[config.mk]
export PLATFORM = sky130hd
export DESIGN_NAME = pio_cycle_seq
export DESIGN_NICKNAME = d
export VERILOG_FILES = /design/src/rtl/pio_pkg.sv /design/src/rtl/pio_timing_sel.sv /design/src/rtl/pio_rdata_pack.sv /design/src/rtl/pio_cycle_seq.sv
export SDC_FILE = /design/constraint.sdc
export NUM_CORES = 1
export LEC_CHECK = 0
export ABC_CLOCK_PERIOD_IN_PS = 4700
export BUFFER_PORTS_ARGS = -buffer_cell sky130_fd_sc_hd__clkbuf_2
export CORE_MARGIN = 10
export CORE_UTILIZATION = 45
export DETAILED_ROUTE_END_ITERATION = 8
export GPL_TIMING_DRIVEN = 0
export PLACE_DENSITY = 0.67
export SLEW_MARGIN = 20
export SYNTH_ARGS = -nofsm -noshare
export SYNTH_HDL_FRONTEND = slang
export SYNTH_SLANG_ARGS = --single-unit
[constraint.sdc]
create_clock -name clk -period 4.7 [get_ports clk]
set_input_delay 0.47 -clock clk [delete_from_list [all_inputs] [get_ports clk]]
set_output_delay 0.47 -clock clk [all_outputs]
set_load 0.01 [all_outputs]
[src/rtl/pio_pkg.sv]
package pio_pkg;
  typedef enum logic [2:0] {
    ST_IDLE, ST_START, ST_STROBE, ST_RECOV, ST_SHUT, ST_GAP
  } pio_state_e;

  localparam logic [1:0] CLS_REG  = 2'd0;
  localparam logic [1:0] CLS_DATA = 2'd1;
endpackage

[src/rtl/pio_timing_sel.sv]
module pio_timing_sel #(
  parameter int CNT_W        = 5,
  parameter int CFG_W        = 2,
  parameter int REG_SU       = 4,
  parameter int REG_SP       = 11,
  parameter int REG_RC       = 22,
  parameter int DAT_SU       = 3,
  parameter int DAT_SP       = 6,
  parameter int DAT_RC       = 14,
  parameter int FAST_SU      = 2,
  parameter int FAST_SP_BASE = 2,
  parameter int FAST_RC_BASE = 1
) (
  input  logic [1:0]       cls,
  input  logic [CFG_W-1:0] cfg_sp,
  input  logic [CFG_W-1:0] cfg_rc,
  output logic [CNT_W-1:0] len_su,
  output logic [CNT_W-1:0] len_sp,
  output logic [CNT_W-1:0] len_rc
);
  import pio_pkg::*;

  always_comb begin
    case (cls)
      CLS_REG: begin
        len_su = CNT_W'(REG_SU);
        len_sp = CNT_W'(REG_SP);
        len_rc = CNT_W'(REG_RC);
      end
      CLS_DATA: begin
        len_su = CNT_W'(DAT_SU);
        len_sp = CNT_W'(DAT_SP);
        len_rc = CNT_W'(DAT_RC);
      end
      default: begin
        len_su = CNT_W'(FAST_SU);
        len_sp = CNT_W'(FAST_SP_BASE) + CNT_W'(cfg_sp);
        len_rc = CNT_W'(FAST_RC_BASE) + CNT_W'(cfg_rc);
      end
    endcase
  end
endmodule

[src/rtl/pio_rdata_pack.sv]
module pio_rdata_pack #(
  parameter int DW = 16
) (
  input  logic            clk,
  input  logic            rst,
  input  logic            clear,
  input  logic            cap,
  input  logic            upper,
  input  logic [DW-1:0]   din,
  output logic [2*DW-1:0] dout
);
  always_ff @(posedge clk) begin
    if (rst || clear) begin
      dout <= '0;
    end else if (cap) begin
      if (upper) dout[2*DW-1:DW] <= din;
      else       dout[DW-1:0]    <= din;
    end
  end
endmodule

[src/rtl/pio_cycle_seq.sv]
module pio_cycle_seq #(
  parameter int DW           = 16,
  parameter int AW           = 3,
  parameter int CNT_W        = 5,
  parameter int CFG_W        = 2,
  parameter int REG_SU       = 4,
  parameter int REG_SP       = 11,
  parameter int REG_RC       = 22,
  parameter int DAT_SU       = 3,
  parameter int DAT_SP       = 6,
  parameter int DAT_RC       = 14,
  parameter int FAST_SU      = 2,
  parameter int FAST_SP_BASE = 2,
  parameter int FAST_RC_BASE = 1,
  parameter int SHUT_LEN     = 2,
  parameter int GAP_LEN      = 2
) (
  input  logic              clk,
  input  logic              rst,
  input  logic              req_valid,
  input  logic              req_write,
  input  logic              req_wide,
  input  logic              req_sel,
  input  logic [AW-1:0]     req_addr,
  input  logic [1:0]        req_class,
  input  logic              req_drive,
  input  logic [2*DW-1:0]   req_wdata,
  input  logic [CFG_W-1:0]  cfg_isp,
  input  logic [CFG_W-1:0]  cfg_rct,
  input  logic [1:0]        cfg_rdy_mask,
  input  logic              drv_ready,
  input  logic [DW-1:0]     drv_rdata,
  output logic              busy,
  output logic [AW-1:0]     drv_addr,
  output logic [1:0]        drv_cs_n,
  output logic              drv_rd_n,
  output logic              drv_wr_n,
  output logic [DW-1:0]     drv_wdata,
  output logic              drv_oe,
  output logic [2*DW-1:0]   rd_data,
  output logic              done
);
  import pio_pkg::*;

  localparam int WW = 2 * DW;

  pio_state_e       state, nst;
  logic [CNT_W-1:0] cnt, ncnt;
  logic             half, nhalf, ndone, cap;
  logic [CNT_W-1:0] t_su, t_sp, t_rc;
  logic [CNT_W-1:0] l_su, l_sp, l_rc;
  logic             l_write, l_sel, l_two, l_compat, l_masked;
  logic [AW-1:0]    l_addr;
  logic [WW-1:0]    l_wdata;

  logic             accept, cur_write, cur_sel, act;
  logic [AW-1:0]    cur_addr;
  logic [WW-1:0]    cur_wdata;

  pio_timing_sel #(
    .CNT_W(CNT_W), .CFG_W(CFG_W),
    .REG_SU(REG_SU), .REG_SP(REG_SP), .REG_RC(REG_RC),
    .DAT_SU(DAT_SU), .DAT_SP(DAT_SP), .DAT_RC(DAT_RC),
    .FAST_SU(FAST_SU), .FAST_SP_BASE(FAST_SP_BASE), .FAST_RC_BASE(FAST_RC_BASE)
  ) u_tsel (
    .cls(req_class), .cfg_sp(cfg_isp), .cfg_rc(cfg_rct),
    .len_su(t_su), .len_sp(t_sp), .len_rc(t_rc)
  );

  pio_rdata_pack #(.DW(DW)) u_pack (
    .clk(clk), .rst(rst), .clear(accept), .cap(cap),
    .upper(half), .din(drv_rdata), .dout(rd_data)
  );

  assign accept    = (state == ST_IDLE) && req_valid;
  assign cur_write = accept ? req_write : l_write;
  assign cur_sel   = accept ? req_sel   : l_sel;
  assign cur_addr  = accept ? req_addr  : l_addr;
  assign cur_wdata = accept ? req_wdata : l_wdata;
  assign busy      = (state != ST_IDLE);

  always_comb begin
    nst   = state;
    ncnt  = cnt;
    nhalf = half;
    ndone = 1'b0;
    cap   = 1'b0;
    case (state)
      ST_IDLE: if (req_valid) begin
        nst   = ST_START;
        ncnt  = t_su - 1'b1;
        nhalf = 1'b0;
      end
      ST_START: if (cnt != '0) ncnt = cnt - 1'b1;
        else begin nst = ST_STROBE; ncnt = l_sp - 1'b1; end
      ST_STROBE: if (cnt != '0) ncnt = cnt - 1'b1;
        else if (drv_ready || l_masked) begin
          nst  = ST_RECOV;
          ncnt = l_rc - 1'b1;
          cap  = !l_write;
        end
      ST_RECOV: if (cnt != '0) ncnt = cnt - 1'b1;
        else if (l_two && !half && !l_compat) begin
          nst   = ST_STROBE;
          ncnt  = l_sp - 1'b1;
          nhalf = 1'b1;
        end else begin
          nst  = ST_SHUT;
          ncnt = CNT_W'(SHUT_LEN - 1);
        end
      ST_SHUT: if (cnt != '0) ncnt = cnt - 1'b1;
        else if (l_two && !half) begin
          nst   = ST_GAP;
          ncnt  = CNT_W'(GAP_LEN - 1);
          nhalf = 1'b1;
        end else begin
          nst   = ST_IDLE;
          ndone = 1'b1;
        end
      ST_GAP: if (cnt != '0) ncnt = cnt - 1'b1;
        else begin nst = ST_START; ncnt = l_su - 1'b1; end
      default: nst = ST_IDLE;
    endcase
  end

  assign act = (nst == ST_START) || (nst == ST_STROBE) ||
               (nst == ST_RECOV) || (nst == ST_SHUT);

  always_ff @(posedge clk) begin
    if (rst) begin
      state     <= ST_IDLE;
      cnt       <= '0;
      half      <= 1'b0;
      done      <= 1'b0;
      drv_cs_n  <= 2'b11;
      drv_rd_n  <= 1'b1;
      drv_wr_n  <= 1'b1;
      drv_addr  <= '0;
      drv_oe    <= 1'b0;
      drv_wdata <= '0;
      l_su <= '0; l_sp <= '0; l_rc <= '0;
      l_write <= 1'b0; l_sel <= 1'b0; l_two <= 1'b0;
      l_compat <= 1'b0; l_masked <= 1'b0;
      l_addr <= '0; l_wdata <= '0;
    end else begin
      state <= nst;
      cnt   <= ncnt;
      half  <= nhalf;
      done  <= ndone;
      if (accept) begin
        l_su     <= t_su;
        l_sp     <= t_sp;
        l_rc     <= t_rc;
        l_write  <= req_write;
        l_sel    <= req_sel;
        l_addr   <= req_addr;
        l_wdata  <= req_wdata;
        l_two    <= req_wide && !req_sel && (req_addr == '0);
        l_compat <= !req_class[1];
        l_masked <= cfg_rdy_mask[req_drive];
      end
      drv_cs_n  <= act ? (cur_sel ? 2'b01 : 2'b10) : 2'b11;
      drv_addr  <= act ? cur_addr : '0;
      drv_rd_n  <= !((nst == ST_STROBE) && !cur_write);
      drv_wr_n  <= !((nst == ST_STROBE) && cur_write);
      drv_oe    <= act && cur_write;
      drv_wdata <= (act && cur_write) ? (nhalf ? cur_wdata[WW-1:DW] : cur_wdata[DW-1:0]) : '0;
    end
  end

  assert_idle_pins_R4: assert property (@(posedge clk) disable iff (rst)
    (state == ST_IDLE) |-> (drv_cs_n == 2'b11 && drv_rd_n && drv_wr_n && !drv_oe));
  assert_strobe_under_cs_R2: assert property (@(posedge clk) disable iff (rst)
    (!drv_rd_n || !drv_wr_n) |-> (drv_cs_n != 2'b11));
  assert_one_select_R2: assert property (@(posedge clk) disable iff (rst)
    $onehot0(~drv_cs_n));
  assert_one_strobe_R2: assert property (@(posedge clk) disable iff (rst)
    (drv_rd_n || drv_wr_n));
  assert_hold_after_strobe_R4: assert property (@(posedge clk) disable iff (rst)
    ($rose(drv_rd_n) || $rose(drv_wr_n)) |-> (drv_cs_n != 2'b11));
  assert_done_single_R4: assert property (@(posedge clk) disable iff (rst)
    done |=> !done);
  assert_wait_extends_R5: assert property (@(posedge clk) disable iff (rst)
    (state == ST_STROBE && cnt == '0 && !drv_ready && !l_masked) |=> (state == ST_STROBE));
  assert_mask_ignores_R6: assert property (@(posedge clk) disable iff (rst)
    (state == ST_STROBE && cnt == '0 && l_masked) |=> (state == ST_RECOV));
  assert_gap_released_R8: assert property (@(posedge clk) disable iff (rst)
    (state == ST_GAP) |-> (drv_cs_n == 2'b11));
  assert_busy_ignores_R12: assert property (@(posedge clk) disable iff (rst)
    (busy && req_valid && state != ST_SHUT) |=> busy);
endmodule

==> flow_summary.yaml <==
critical_path:
  worstPathRequired_ns: 5.06
  path_class: "flop to flop"
  critPathMaxFanout: 10
  rrSetupSlack_ns: 1.90
  cp-end-kind: "flop"
  r2r.worst_path.cells: 7
  reg2reg_from: "half$_SDFF_PP0_"
  reg2reg_to: "drv_wdata[15]$_SDFF_PP0_"
  cp.arrival_ns: 3.16
  worst_setup_path_start_kind: "flop"
synthesis:
  yosysSeqAreaShare_pct: 45.9
  synthTopCellsByArea: "dfxtp_1 (46%), mux2i_1 (7.0%), a21oi_1 (6.6%), nand2_1 (6.2%), nor2_1 (5.1%)"
  synth_ff_type: "dfxtp_1"
  syn_avg_cell_area_um2: 8.50
  ys_ff_latch: 115
  synth.largest_area_cell: "dfxtp_1"
  yosys.area.top_type_share_pct: 45.9
  async_flop_share_pct: 0
  ys_types: 59
  synth_common_cells: "dfxtp_1 (115), nand2_1 (83), nor2_1 (68)"
  yosysMostFrequentCell: "dfxtp_1"
  syn-cell-area_um2: 5010
  yosys_warnings: 0
  synth_edf_count: 0
  syn-instance-count: 590
  synth_nets: 664
global_routing:
  grt_pass1_wl_mm: 24.1
  grt_max_degree: 17
  grt_usage_pct: 18.4
  grt_use_met3_pct: 5.87
  use_met2_pct: 32.0
  grt_pass1_vias: 4848
  met1_usage_pct: 20.8
  grt-ovfl-total: 0
  top_usage_layer: "met2"
  antenna_found_initial: 0
timing:
  slew_headroom_pct: 56.1
  setup_violations: 0
  fin_skew_ns: 0.0127
  fin_setup_tns_ns: 0
  finalMaxSlewViolations: 0
  fmax_ghz: 0.357
  tightest_slew_ns: 0.656
  fin_crit_sh_pct: 59.7
  timing.hold.ws_ns: 0.176
  rsz0062_at_grt: "no"
  finalCriticalPeriod_ns: 2.80
  timing.final.hold_violations: 0
floorplanning:
  initial_utilization_pct: 46.1
  die_w_um: 126
  ios: 125
  core_um2: 10900
  rows: 38
  fp.dieH_um: 126
  die_area_um2: 15800
run_status:
  status: "complete, no violations"
layout:
  syn2layout_area_growth_pct: 27.2
  drive_gt1_share_pct: 23.1
  regArea_um2: 2300
  antenna_cells: 0
  multiInputGateArea_um2: 2440
  nets: 806
  fill_cells: 980
power_and_ir_drop:
  ir_worst_vdd_uv: 262
  p_leak_nw: 2.67
  power.total_mw: 3.72
  p_per_area_nw_per_um2: 583
  power_switching_mw: 1.35
  switching_share_pct: 36.4
  seq_power_share_pct: 32.6
  pwr-share-clk_pct: 33.3
  pwr-share-comb_pct: 34.0
  internal_power_mw: 2.36
route:
  drtAntennaViolNets: 0
  wl_mm: 14.9
  num_vias: 4746
  drt_iter0_drc: 299
  vias_per_cell: 5.36
  drt_pre_antenna_iters: 5
  drc: 0
  drt-wirelength-per-cell_um: 16.8
min_path:
  worstHoldPathType: "primary input to flop"
  hold_depth: 3
  hp-start: "req_wdata[27]"
  holdPathEnd: "l_wdata[27]$_SDFF_PP0_"
cts:
  post_cts_buffers: 0
  cts_tree: "yes"
  ctsHoldBuffers: 0
  numCtsBuffers: 17
  htreeDepth: 4
  cts_root_buffer: "clkbuf_8"
  cts_resized: 0
  clkLatencyLatePin_ns: 0.51
  clock_sinks: 115
  clkSlewWorstSetupHoldPaths_ns: 0.06
  clk_path_buf_depth: 2
place:
  portBuffers: 123
  gp_congestion: 0.909
  dp_hpwl_mm: 11.1
job:
  maxCapViolations: 0
power groups by stage:
| stage | clock [mW] | sequential, mW | combinational, mW |
|---|---|---|---|
| global placement | 0 | 1.22 | 1.22 |
| global route | 1.30 | 1.23 | 1.40 |
| floorplan | 0 | 1.23 | 0.880 |
| CTS | 1.25 | 1.21 | 1.26 |
| finish | 1.24 | 1.21 | 1.27 |
| detailed placement | 0 | 1.23 | 1.25 |
sequential cells by signal, summed over array words and instances (netlist names):
name,cells
l_masked,1
l_addr,3
drv_oe,1
l_wdata,32
state,3
drv_cs_n,2
u_pack.dout,32
cnt,5
l_sel,1
drv_addr,3
l_su,1
l_write,1
l_compat,1
l_sp,4
l_two,1
drv_wdata,16
done,1
half,1
l_rc,4
drv_rd_n,1
drv_wr_n,1
through the flow:
step                util [%]  cell area [um2]  instances  setup WS, ns
floorplan                  -             5010        590          2.42
global placement        53.3             5810        853          2.01
detailed placement      53.3             5810        853          2.00
CTS                     58.6             6380        885          1.96
global route            58.6             6380        885          1.62
finish                  58.6             6380        885          1.90
worst max-delay path by stage:
stage / from / cells after the start / endpoint
6_report: half$_SDFF_PP0_ / 7 / drv_wdata[15]$_SDFF_PP0_
3_3_place_gp: half$_SDFF_PP0_ / 7 / drv_wdata[15]$_SDFF_PP0_
4_1_cts: cnt[1]$_SDFFE_PP0P_ / 8 / drv_wdata[15]$_SDFF_PP0_
2_1_floorplan: cnt[0]$_SDFFE_PP0P_ / 9 / u_pack.dout[22]$_SDFFE_PP0P_
3_5_place_dp: cnt[1]$_SDFFE_PP0P_ / 8 / drv_wdata[15]$_SDFF_PP0_
5_1_grt: cnt[0]$_SDFFE_PP0P_ / 8 / drv_wdata[15]$_SDFF_PP0_
layer usage:
metal  vias up  share of wire (%)
li1       2344                  -
met4         0                1.4
met3        23                6.6
met5         -                  0
met2       180                 50
met1      2199                 42
critical path, stage by stage (launching register included):
cell and delay, ns:
dfxtp_1 0.31, clkbuf_1 0.26, nor3b_1 0.50, nor2_1 0.14, a311oi_1 0.53, or3_1 0.28
clkbuf_1 0.46, a21oi_1 0.18
cell type report:
class	instances	share of cell area, %
clock buffers	20	6.98
plain buffers	48	3.29
flip-flops and latches	115	36.1
clock inverters	12	2.04
well taps	140	2.75
repair buffers	123	9.65
inverters	17	1.00
multi-input cells	410	38.2
cell usage in the layout, fill, tap and decap left out, drive strengths merged, types with 3 or more instances in the layout:
cell type,synthesis,routed
nor4b,3,3
nand2,83,83
clkbuf,35,178
or2,4,4
clkinv,1,7
inv,16,18
a21oi,66,66
o211ai,3,3
dfxtp,115,115
mux2i,35,35
nor3b,4,4
o21ai,21,21
nor3,9,9
a311o,16,16
nand3,19,19
xnor2,6,6
nor2,69,69
or3,4,4
nand3b,3,3
ha,7,7
a21boi,5,5
a211oi,9,9
nand2b,3,3
o22ai,3,3
a31oi,4,4
buf,13,13
nor2b,6,6
a311oi,3,3
logic make-up (layout without fill, tap and decap cells):
family          count (synthesis)  in the layout  synth area share (%)
xor+xnor                        6              6                  1.05
buf+inv                        65            220                  5.46
mux                            35             35                  6.99
compound gates                147            147                  18.9
simple gates                  215            215                  19.9
flops                         115            115                  45.9
fa+ha+maj                       7              7                  1.75
Power figures use the tool's default switching activity.
